`config.mk`:
```
export PLATFORM = sky130hd
export DESIGN_NAME = page_promo_sel
export DESIGN_NICKNAME = d
export VERILOG_FILES = /design/src/rtl/promo_pkg.sv /design/src/rtl/mlp_discount.sv /design/src/rtl/page_accum_table.sv /design/src/rtl/sens_bank.sv /design/src/rtl/epoch_tuner.sv /design/src/rtl/page_promo_sel.sv
export SDC_FILE = /design/constraint.sdc
export NUM_CORES = 1
export LEC_CHECK = 0
export BUFFER_PORTS_ARGS = -buffer_cell sky130_fd_sc_hd__clkbuf_2
export CAP_MARGIN = 20
export CORE_AREA = 2 2 244 246
export DETAILED_ROUTE_END_ITERATION = 10
export DIE_AREA = 0 0 246 248
export SLEW_MARGIN = 20
export SYNTH_ARGS = -nofsm -noshare
export SYNTH_HDL_FRONTEND = slang
export SYNTH_SLANG_ARGS = --single-unit
```
`constraint.sdc`:
```
create_clock -name clk -period 40.6 [get_ports clk]
set_input_delay 4.06 -clock clk [delete_from_list [all_inputs] [get_ports clk]]
set_output_delay 4.06 -clock clk [all_outputs]
set_load 0.01 [all_outputs]
```
`src/rtl/promo_pkg.sv`:
```
// Shared widths and helpers for the page promotion selector.
// Assumes weights are unsigned fixed point with SENS_FRAC fraction bits.
package promo_pkg;
    localparam int UTIL_W    = 16;
    localparam int SENS_W    = 8;
    localparam int SENS_FRAC = 4;
    localparam int PROD_W    = UTIL_W + SENS_W;

    typedef logic [UTIL_W-1:0] util_t;
    typedef logic [SENS_W-1:0] sens_t;

    // Clamp a wide product to the utility range.
    function automatic util_t sat_util(input logic [PROD_W-1:0] v);
        return (|v[PROD_W-1:UTIL_W]) ? '1 : v[UTIL_W-1:0];
    endfunction
endpackage

```
`src/rtl/mlp_discount.sv`:
```
// Stall-saving estimate for one slow-tier access: the tier latency gap
// shared among the requests that overlapped with it.
// Assumes LAT_DELTA fits in UTIL_W bits.
module mlp_discount
    import promo_pkg::*;
#(
    parameter int OUTS_W    = 4,
    parameter int LAT_DELTA = 1200
) (
    input  logic [OUTS_W-1:0] outst,
    output util_t             delta
);
    util_t divisor;

    // Divide the latency gap by one plus the overlapping requests.
    always_comb begin
        divisor = util_t'(outst) + util_t'(1);
        delta   = util_t'(LAT_DELTA) / divisor;
    end
endmodule

```
`src/rtl/page_accum_table.sv`:
```
// Per-page saturating stall-saving accumulators with one update port,
// a single-page clear (for issued pages) and a clear-all (epoch end).
// Assumes clear requests win over an update of the same page.
module page_accum_table
    import promo_pkg::*;
#(
    parameter int NUM_PAGES = 16,
    localparam int PAGE_W   = $clog2(NUM_PAGES)
) (
    input  logic              clk,
    input  logic              rst_n,
    input  logic              upd_en,
    input  logic [PAGE_W-1:0] upd_page,
    input  util_t             delta,
    input  logic              clr_one,
    input  logic              clr_all,
    output util_t             acc_upd
);
    util_t             acc_q [NUM_PAGES];
    logic [UTIL_W:0]   sum;

    // Saturating sum of the addressed page and the new contribution.
    always_comb begin
        sum     = {1'b0, acc_q[upd_page]} + {1'b0, delta};
        acc_upd = sum[UTIL_W] ? '1 : sum[UTIL_W-1:0];
    end

    for (genvar g = 0; g < NUM_PAGES; g++) begin : g_page
        // Hold, clear or update the estimate of page g.
        always_ff @(posedge clk) begin
            if (!rst_n || clr_all) begin
                acc_q[g] <= '0;
            end else if (upd_en && upd_page == PAGE_W'(g)) begin
                acc_q[g] <= clr_one ? '0 : acc_upd;
            end
        end
    end
endmodule

```
`src/rtl/sens_bank.sv`:
```
// Software-written per-application weights with one read port.
// Assumes a write takes effect from the cycle after the strobe.
module sens_bank
    import promo_pkg::*;
#(
    parameter int    NUM_APPS  = 4,
    parameter sens_t SENS_INIT = sens_t'(16),
    localparam int   APP_W     = $clog2(NUM_APPS)
) (
    input  logic             clk,
    input  logic             rst_n,
    input  logic             we,
    input  logic [APP_W-1:0] wr_app,
    input  sens_t            wr_val,
    input  logic [APP_W-1:0] rd_app,
    output sens_t            rd_val
);
    sens_t w_q [NUM_APPS];

    for (genvar g = 0; g < NUM_APPS; g++) begin : g_app
        // Load the weight of application g on a matching write.
        always_ff @(posedge clk) begin
            if (!rst_n) begin
                w_q[g] <= SENS_INIT;
            end else if (we && wr_app == APP_W'(g)) begin
                w_q[g] <= wr_val;
            end
        end
    end

    assign rd_val = w_q[rd_app];
endmodule

```
`src/rtl/epoch_tuner.sv`:
```
// Epoch timer and adaptive threshold. Counts promotions per epoch and
// steps the threshold up or down at each epoch end, clamped to a range.
// Assumes THR_MIN <= THR_INIT <= THR_MAX and all fit in UTIL_W bits.
module epoch_tuner
    import promo_pkg::*;
#(
    parameter int EPOCH_W  = 16,
    parameter int CNT_W    = 16,
    parameter int THR_INIT = 4000,
    parameter int THR_MIN  = 1000,
    parameter int THR_MAX  = 8000,
    parameter int THR_STEP = 1000
) (
    input  logic               clk,
    input  logic               rst_n,
    input  logic [EPOCH_W-1:0] cfg_len,
    input  logic [CNT_W-1:0]   cfg_budget,
    input  logic               issued,
    output logic               epoch_end,
    output util_t              thr
);
    localparam logic [UTIL_W:0] MAX_X  = (UTIL_W+1)'(THR_MAX);
    localparam logic [UTIL_W:0] FLOOR  = (UTIL_W+1)'(THR_MIN + THR_STEP);
    localparam util_t           STEP_U = util_t'(THR_STEP);

    logic [EPOCH_W-1:0] cyc_q;
    logic [EPOCH_W:0]   cyc_inc;
    logic [CNT_W-1:0]   mig_cnt_q;
    logic [UTIL_W:0]    up_x;
    util_t              thr_up, thr_dn;

    // Epoch end detection and clamped threshold candidates.
    always_comb begin
        cyc_inc   = {1'b0, cyc_q} + 1'b1;
        epoch_end = cyc_inc >= {1'b0, cfg_len};
        up_x      = {1'b0, thr} + (UTIL_W+1)'(THR_STEP);
        thr_up    = (up_x > MAX_X) ? util_t'(THR_MAX) : up_x[UTIL_W-1:0];
        thr_dn    = ({1'b0, thr} < FLOOR) ? util_t'(THR_MIN) : thr - STEP_U;
    end

    // Cycle counter within the current epoch.
    always_ff @(posedge clk) begin
        if (!rst_n || epoch_end) cyc_q <= '0;
        else                     cyc_q <= cyc_inc[EPOCH_W-1:0];
    end

    // Saturating count of promotions issued in the current epoch.
    always_ff @(posedge clk) begin
        if (!rst_n || epoch_end)  mig_cnt_q <= '0;
        else if (issued && !(&mig_cnt_q)) mig_cnt_q <= mig_cnt_q + 1'b1;
    end

    // Threshold step at each epoch end.
    always_ff @(posedge clk) begin
        if (!rst_n)         thr <= util_t'(THR_INIT);
        else if (epoch_end) thr <= (mig_cnt_q > cfg_budget) ? thr_up : thr_dn;
    end
endmodule

```
`src/rtl/page_promo_sel.sv`:
```
// Top of the promotion selector. Turns slow-tier access events into
// weighted stall-saving estimates, compares them against the adaptive
// threshold and raises one promotion request at a time.
// Assumes the consumer holds mig_ack for one cycle per request; an access
// arriving in an epoch-end cycle is dropped.
module page_promo_sel
    import promo_pkg::*;
#(
    parameter int NUM_PAGES = 16,
    parameter int NUM_APPS  = 4,
    parameter int OUTS_W    = 4,
    parameter int EPOCH_W   = 16,
    parameter int LAT_DELTA = 1200,
    parameter int THR_INIT  = 4000,
    parameter int THR_MIN   = 1000,
    parameter int THR_MAX   = 8000,
    parameter int THR_STEP  = 1000,
    localparam int PAGE_W   = $clog2(NUM_PAGES),
    localparam int APP_W    = $clog2(NUM_APPS)
) (
    input  logic               clk,
    input  logic               rst_n,
    input  logic               acc_valid,
    input  logic [PAGE_W-1:0]  acc_page,
    input  logic [APP_W-1:0]   acc_app,
    input  logic               acc_slow,
    input  logic [OUTS_W-1:0]  acc_outst,
    input  logic               sens_we,
    input  logic [APP_W-1:0]   sens_app,
    input  logic [7:0]         sens_val,
    input  logic [EPOCH_W-1:0] cfg_epoch_len,
    input  logic [15:0]        cfg_budget,
    output logic               mig_valid,
    output logic [PAGE_W-1:0]  mig_page,
    output logic [APP_W-1:0]   mig_app,
    input  logic               mig_ack,
    output logic [15:0]        thr_level
);
    util_t            delta, acc_upd, util, thr;
    sens_t            weight;
    logic             epoch_end, upd_en, issue;
    logic [PROD_W-1:0] prod;

    mlp_discount #(.OUTS_W(OUTS_W), .LAT_DELTA(LAT_DELTA)) u_disc (
        .outst (acc_outst),
        .delta (delta)
    );

    page_accum_table #(.NUM_PAGES(NUM_PAGES)) u_tab (
        .clk      (clk),
        .rst_n    (rst_n),
        .upd_en   (upd_en),
        .upd_page (acc_page),
        .delta    (delta),
        .clr_one  (issue),
        .clr_all  (epoch_end),
        .acc_upd  (acc_upd)
    );

    sens_bank #(.NUM_APPS(NUM_APPS)) u_sens (
        .clk    (clk),
        .rst_n  (rst_n),
        .we     (sens_we),
        .wr_app (sens_app),
        .wr_val (sens_val),
        .rd_app (acc_app),
        .rd_val (weight)
    );

    epoch_tuner #(
        .EPOCH_W (EPOCH_W), .CNT_W(16),
        .THR_INIT(THR_INIT), .THR_MIN(THR_MIN),
        .THR_MAX (THR_MAX),  .THR_STEP(THR_STEP)
    ) u_tune (
        .clk        (clk),
        .rst_n      (rst_n),
        .cfg_len    (cfg_epoch_len),
        .cfg_budget (cfg_budget),
        .issued     (issue),
        .epoch_end  (epoch_end),
        .thr        (thr)
    );

    // Weighted utility of the updated estimate and the issue decision.
    always_comb begin
        upd_en = acc_valid && acc_slow && !epoch_end;
        prod   = PROD_W'(acc_upd) * PROD_W'(weight);
        util   = sat_util(prod >> SENS_FRAC);
        issue  = upd_en && (util > thr) && !mig_valid;
    end

    // Single outstanding promotion request, held until acknowledged.
    always_ff @(posedge clk) begin
        if (!rst_n) begin
            mig_valid <= 1'b0;
            mig_page  <= '0;
            mig_app   <= '0;
        end else if (mig_valid && mig_ack) begin
            mig_valid <= 1'b0;
        end else if (issue) begin
            mig_valid <= 1'b1;
            mig_page  <= acc_page;
            mig_app   <= acc_app;
        end
    end

    assign thr_level = thr;
endmodule

```
==> results.md, run 1 <==
- Yosys warns: 0
- CTS tree: yes
- RePlAce Congestion: 0.905
- WL met2: 34.8 mm
- Slew Limit Fails: 0
- Hold crit path type: flop to flop
- WP data required: 41.04 ns
- Area growth from synthesis to layout: 13.6%
- Total track usage: 24.0%
- Worst slew margin: 36.5%
- Post-DP HPWL: 52.4 mm
- GRT overflow: 0
- DRT iter0 DRCs: 1915
- Die Ht: 248 µm
- Period Utilization, post-route: 94.0%
- WL/cell: 20.2 µm
- Post-Route WL: 73.3 mm
- Initial Util: 44.6%
- Seq/Total Area, Yosys: 37.2%
- Total clock sinks: 340
- Row cnt: 89
- Synthesized instance count: 2679
- Status: completed
- Final Hold Fails: 0
- Worst-path fanout max: 14
- Port buffer count: 77
- CTS Buf Count: 40
- FFs w/ async S/R, synth: 0%
- Clock root cell: clkbuf_16
- CP Launch Type: input pin
- Largest net degree at the start of global routing: 46
- Total number of vias: 21039
- Max Fclk: 0.0262 GHz
- Clock insertion delay at the later pin of the skew report: 0.57 ns
- Setup violations, final: 0
- Highest routed layer: met4
- Initial antenna violation count: 0
- Via-per-instance ratio: 5.80
- Clock Path Buffers: 3
- Residual DRC: 0
- Yosys cell types: 102
- Clock-pin slew on the worst setup and hold paths: 0.06 ns
- Pre-antenna DRT Iters: 5
- WL met1: 31.9 mm
- Max Cap Viol: 0
- Deepest level of the CTS H-tree: 2
- Clk_skew: 0.0385 ns
- Crit path top cell by count: ha_1
- Diodes inserted: 0
- DRT antenna net count: 0
- First-pass GRT wire length: 115 mm
- Worst-margin pin slew: 0.948 ns
- Crit path kind: input pin to flop
- Arr. time, crit path: 38.59 ns
- #FFs+latches synth: 340
- Crit end category: flop
- Finished Layout Cells: 3627
- Slowest Stage Delay on Critical Path: 0.56 ns
- Netlist Area Pre-Place: 26100 µm²
- Critical path's slowest cell: fa_1
- Chip width: 246 µm
- Core ar.: 58500 µm²
- I/O pin count: 81
- Number of synthesized flops with an enable pin: 288
- Placed cell count: 3531
- Top_reg_cell synth: edfxtp_1
- Vias in the first global route: 20503
- Share of layout cells above drive strength 1: 17.8%
- Avg Cell Area, Syn: 9.72 µm²
- WL met3: 4.81 mm
- Fin nets: 3126
- Die ar.: 61000 µm²
- Tmin final: 38.15 ns
-- Yosys cell counts, types with 29 or more instances --
| cell type | instances | area share (%) |
|---|---|---|
| a21o_1 | 44 | 1.3 |
| a21oi_1 | 111 | 2.1 |
| and2_1 | 48 | 1.2 |
| and3_1 | 36 | 0.86 |
| clkbuf_1 | 85 | 1.2 |
| dfxtp_1 | 52 | 4.0 |
| edfxtp_1 | 288 | 33 |
| fa_1 | 85 | 6.5 |
| ha_1 | 159 | 7.6 |
| inv_1 | 200 | 2.9 |
| mux2i_1 | 29 | 1.1 |
| mux4_2 | 80 | 6.9 |
| nand2_1 | 142 | 2.0 |
| nand2b_1 | 50 | 1.2 |
| nand3_1 | 62 | 1.2 |
| nor2_1 | 513 | 7.4 |
| nor3_1 | 43 | 0.83 |
| o21ai_0 | 115 | 2.2 |
| o21ai_1 | 32 | 0.61 |
| or2_2 | 38 | 0.91 |
| xnor2_1 | 57 | 1.9 |
| xor2_1 | 29 | 0.97 |
-- worst paths after layout --
kind,start,cells past startpoint,to,slack [ns]
setup / recovery,acc_outst[0],197,u_tune.mig_cnt_q[15]$_SDFFE_PP0P_,2.45
hold / removal,mig_page[1]$_SDFFE_PN0P_,2,mig_page[1]$_SDFFE_PN0P_,0.49
setup reg to reg,u_tab.acc_q[12][0]$_SDFFCE_PN0P_,51,u_tune.mig_cnt_q[15]$_SDFFE_PP0P_,28.53
hold reg to reg,mig_page[1]$_SDFFE_PN0P_,2,mig_page[1]$_SDFFE_PN0P_,0.49
-- logic make-up after synthesis --
logic type | count (synthesis) | share of synthesized area, %
AO/OA/AOI/OAI | 515 | 13.2
XOR/XNOR | 86 | 2.89
adder cells (fa/ha/maj) | 244 | 14.2
buffers and inverters | 322 | 4.82
flip-flops | 340 | 37.2
multiplexers | 134 | 9.14
other | 1 | 0.0144
AND/OR/NAND/NOR | 1037 | 18.6
-- timing repair --
action | 4_1_cts | 5_1_grt
endpoints found under the setup margin | 278 | 279
resized for setup | 17 | 77
pin swaps | 0 | 31
hold buffers | 0 | 0
cloned | 0 | 1
setup buffers | 1 | 22
-- metal layers --
| layer | up-vias | global-route usage (%) |
|---|---|---|
| li1 | 9876 | - |
| met1 | 10330 | 33.0 |
| met2 | 713 | 39.8 |
| met3 | 120 | 3.31 |
| met4 | 0 | 6.49 |
| met5 | - | 0 |
-- registers in the layout (all words and copies together), names as in the netlist --
signal and cells:
mig_app 2, mig_page 4, mig_valid 1, u_sens.w_q 32, u_tab.acc_q 256, u_tune.cyc_q 16, u_tune.mig_cnt_q 16, u_tune.thr 13
-- placed cells by master, fill, tap and decap left out, types with 13 or more instances in the layout --
master | Yosys | routed
o21ai_0 | 115 | 79
a21oi_1 | 111 | 97
nand4_1 | 24 | 24
inv_1 | 200 | 199
mux2i_1 | 29 | 27
or3_1 | 19 | 19
a21o_1 | 44 | 44
nor3_1 | 43 | 40
mux4_2 | 80 | 80
nand2b_1 | 50 | 47
ha_1 | 159 | 157
fa_1 | 85 | 85
a31oi_1 | 17 | 16
and2_1 | 48 | 48
nand3_1 | 62 | 62
xnor2_1 | 57 | 57
nor2_1 | 513 | 499
xor2_1 | 29 | 29
clkbuf_2 | 0 | 75
o21ai_1 | 32 | 64
o21bai_1 | 18 | 17
a211oi_1 | 17 | 16
nand2_1 | 142 | 142
and3_1 | 36 | 36
a21oi_2 | 2 | 16
buf_4 | 7 | 134
clkinv_1 | 2 | 13
edfxtp_1 | 288 | 288
nor2b_1 | 18 | 18
or2_2 | 38 | 38
clkbuf_16 | 0 | 40
dfxtp_1 | 52 | 52
o21a_1 | 28 | 28
mux2_2 | 22 | 22
-- area by class of cell --
cell class / instances / area (µm²)
clock buffers: 45 / 1020
clock inverters: 27 / 246
fillers: 5413 / 28900
inverters: 206 / 779
multi-input cells: 2020 / 15400
flip-flops and latches: 340 / 9690
well taps: 773 / 967
repair buffers: 216 / 1480
-- stage by stage --
stage                     setup TNS (ns)  hold slack (ns)  utilization (%)  instance area [µm²]  worst slack [ns]
final                                  0            0.486             50.6                29600              2.45
after global routing               -3.92            0.508             50.6                29600            -0.135
after CTS                              0            0.492             49.9                29200            0.0293
after detailed placement         -274.71            0.481             47.6                27800             -1.06
after global placement           -0.0994            0.470             47.6                27800           -0.0441
after floorplan                        0            0.444                -                26100             0.489
-- worst max-delay path: cells and delay by family --
kind | cells | cell delay [ns]
xor+xnor | 1 | 0.15
fa+ha+maj | 23 | 7.77
mux | 4 | 1.36
compound gates | 77 | 11.58
buf+inv | 20 | 2.25
simple gates | 72 | 11.40
Power of run 1 is left out: the tool's default activity adds up to more than one toggle a clock period on the data nets, which glitch-free logic cannot reach.
==> inputs of run 2 (changes only) <==
--- a/config.mk
+++ b/config.mk
@@ -7,10 +7,11 @@
 export LEC_CHECK = 0
 export BUFFER_PORTS_ARGS = -buffer_cell sky130_fd_sc_hd__clkbuf_2
 export CAP_MARGIN = 20
-export CORE_AREA = 2 2 244 246
+export CORE_AREA = 2 2 251 253
 export DETAILED_ROUTE_END_ITERATION = 10
-export DIE_AREA = 0 0 246 248
+export DIE_AREA = 0 0 253 255
 export SLEW_MARGIN = 20
 export SYNTH_ARGS = -nofsm -noshare
 export SYNTH_HDL_FRONTEND = slang
+export SYNTH_HIERARCHICAL = 1
 export SYNTH_SLANG_ARGS = --single-unit
==> run 2 against run 1 <==
Effect of this change:
- via count rose by 3.7%
- sequential share of layout area fell by 1.2 points
- cell count grew 1.3%
- final area rose by 3.9%
- critical path depth fell by 27
- sequential cell count did not move
- clock skew decreased by 0.026 ns
==> results.md, run 2 <==
- Status: completed
- Total track usage: 23.2%
- Clock insertion delay at the later pin of the skew report: 0.54 ns
- Most used standard cell by instance count after synthesis: nor2_1
- Synth top area share: 31.4%
- Yosys warns: 6
- Port buffer count: 77
- GR met1 Demand/Resource: 29.1%
- Slew Limit Fails: 0
- Final instance area: 30800 µm²
- Setup violations, final: 0
- Filler instances: 5733
- Hold crit path type: flop to flop
- CP Launch Type: input pin
- Area growth from synthesis to layout: 11.6%
- Final Hold Fails: 0
- Largest register by flop count: u_tab/acc_q
- DRT iter0 DRCs: 1565
- Global routing usage on met2: 42.7%
- Crit end category: flop
- Buf/Inv on CP: 17
- Initial antenna violation count: 3
- Most common cell after layout, fill and taps aside: nor2_1
- #FFs+latches synth: 340
- RePlAce Congestion: 0.887
- Largest net degree at the start of global routing: 45
- Vias in the first global route: 22087
- Largest area contributor in the netlist: edfxtp_1
- Leading registers by flop count: u_tab/acc_q: 256 flops, u_sens/w_q: 32 flops
- Chip width: 253 µm
- Post-Route WL: 74.9 mm
- Period Utilization, post-route: 94.2%
- CTS Buf Count: 36
- Residual DRC: 0
- Synth top cells by count: nor2_1, edfxtp_1, inv_1, ha_1, and2_1
- WP data required: 40.95 ns
- Clock-pin slew on the worst setup and hold paths: 0.06 ns
- Number of synthesized flops with an enable pin: 288
- Crit path kind: input pin to flop
- Worst-margin pin slew: 0.943 ns
- I/O pin count: 81
- GRT busiest layer: met2
- Deepest level of the CTS H-tree: 2
- Core ar.: 62200 µm²
- Row cnt: 92
- DRT antenna net count: 0
- GRT overflow: 0
- Fin nets: 3158
- Clock root cell: clkbuf_16
- Total clock sinks: 340
- Diodes inserted: 0
- Tmin final: 38.26 ns
- WL/cell: 20.4 µm
- Post-DP HPWL: 55.3 mm
- Pre-antenna DRT Iters: 6
- Share of layout cells above drive strength 1: 17.7%
- First-pass GRT wire length: 120 mm
- Placed Area: 28800 µm²
- Max Fclk: 0.0261 GHz
- Clk_skew: 0.0127 ns
- Arr. time, crit path: 38.61 ns
- Clock Path Buffers: 3
- CTS tree: yes
- Slowest Stage Delay on Critical Path: 0.53 ns
- Worst-path fanout max: 16
- Yosys cell types: 125
- Max Cap Viol: 0
- Seq/Total Area, Yosys: 35.1%
- Via-per-instance ratio: 5.94
- Finished Layout Cells: 3675
- Avg Cell Area, Syn: 10.0 µm²
- Top delay family on crit path: compound AO/OA/AOI/OAI gates
- Worst slew margin: 35.5%
- Top cells by area, synth: edfxtp_1, ha_1, mux4_2
- Top_reg_cell synth: edfxtp_1
- Max reg flops: 256
- Die ar.: 64500 µm²
- FFs w/ async S/R, synth: 0%
- Placed cell count: 3569
- Synthesized instance count: 2756
- Initial Util: 44.3%
- Die Ht: 255 µm
- Commonest cells after routing, fill and taps aside: nor2_1, edfxtp_1, inv_1
- Crit path top cell by count: ha_1
- Netlist Area Pre-Place: 27600 µm²
- Total number of vias: 21819
- Met3 Use GR: 2.46%
- Critical path's slowest cell: fa_1
## run 2: repair_timing
action	CTS	global route
pin swaps	7	10
hold buffers	0	0
setup buffers	8	37
gates cloned	0	1
setup endpoints to repair	279	279
gates resized for setup	25	84
## run 2: worst paths after layout
path	start	end	slack, ns	cells after the start
max	acc_outst[1]	u_tab/acc_q[2][15]$_SDFFCE_PN0P_	2.34	170
min	mig_page[0]$_SDFFE_PN0P_	mig_page[0]$_SDFFE_PN0P_	0.48	2
max reg2reg	u_tab/acc_q[15][1]$_SDFFCE_PN0P_	u_tab/acc_q[2][15]$_SDFFCE_PN0P_	29.71	38
min reg2reg	mig_page[0]$_SDFFE_PN0P_	mig_page[0]$_SDFFE_PN0P_	0.48	2
## run 2: metal layers
| layer | wire, µm | vias to the layer above | share of wire, % |
|---|---|---|---|
| met5 | 35 | - | 0.047 |
| met4 | 1520 | 6 | 2.0 |
| met3 | 3360 | 123 | 4.5 |
| met2 | 38600 | 601 | 52 |
| met1 | 31400 | 10861 | 42 |
| li1 | - | 10228 | - |
## run 2: final cells by class
cell class | count | area, µm² | share of cell area [%]
clock buffers | 43 | 927 | 3.01
inverters | 203 | 787 | 2.56
multi-input cells | 2082 | 16900 | 54.8
repair buffers | 191 | 1270 | 4.14
clock inverters | 17 | 225 | 0.732
well taps | 799 | 1000 | 3.25
flip-flops and latches | 340 | 9690 | 31.5
## run 2: stage by stage
step | hold WS (ns) | util (%) | setup WS, ns | TNS, ns
after global routing | 0.509 | 49.5 | -0.139 | -1.92
after global placement | 0.456 | 46.3 | -0.653 | -112.10
after detailed placement | 0.479 | 46.4 | -1.98 | -466.06
after CTS | 0.488 | 48.4 | 0.0642 | 0
final | 0.483 | 49.5 | 2.34 | 0
after floorplan | 0.433 | - | 1.89 | 0
## run 2: logic make-up (layout without fill, tap and decap cells)
kind of cell    count (synthesis)  after routing  synth area share, %
compound gates                590            590                 14.8
xor+xnor                       99             99                 3.15
fa+ha+maj                     246            246                 13.5
buf+inv                       337            454                 5.27
flops                         340            340                 35.1
mux                           127            127                 8.79
other cells                     1              3               0.0136
simple gates                 1016           1017                 19.4
## run 2: worst reg2reg max path, delay by kind of cell (launching register included)
family,cells,cell delay (ns)
compound gates,13,3.28
fa+ha+maj,7,3.00
buf+inv,6,0.86
flops,1,0.37
mux,3,1.31
simple gates,9,1.90
Power of run 2 is left out for the same reason.
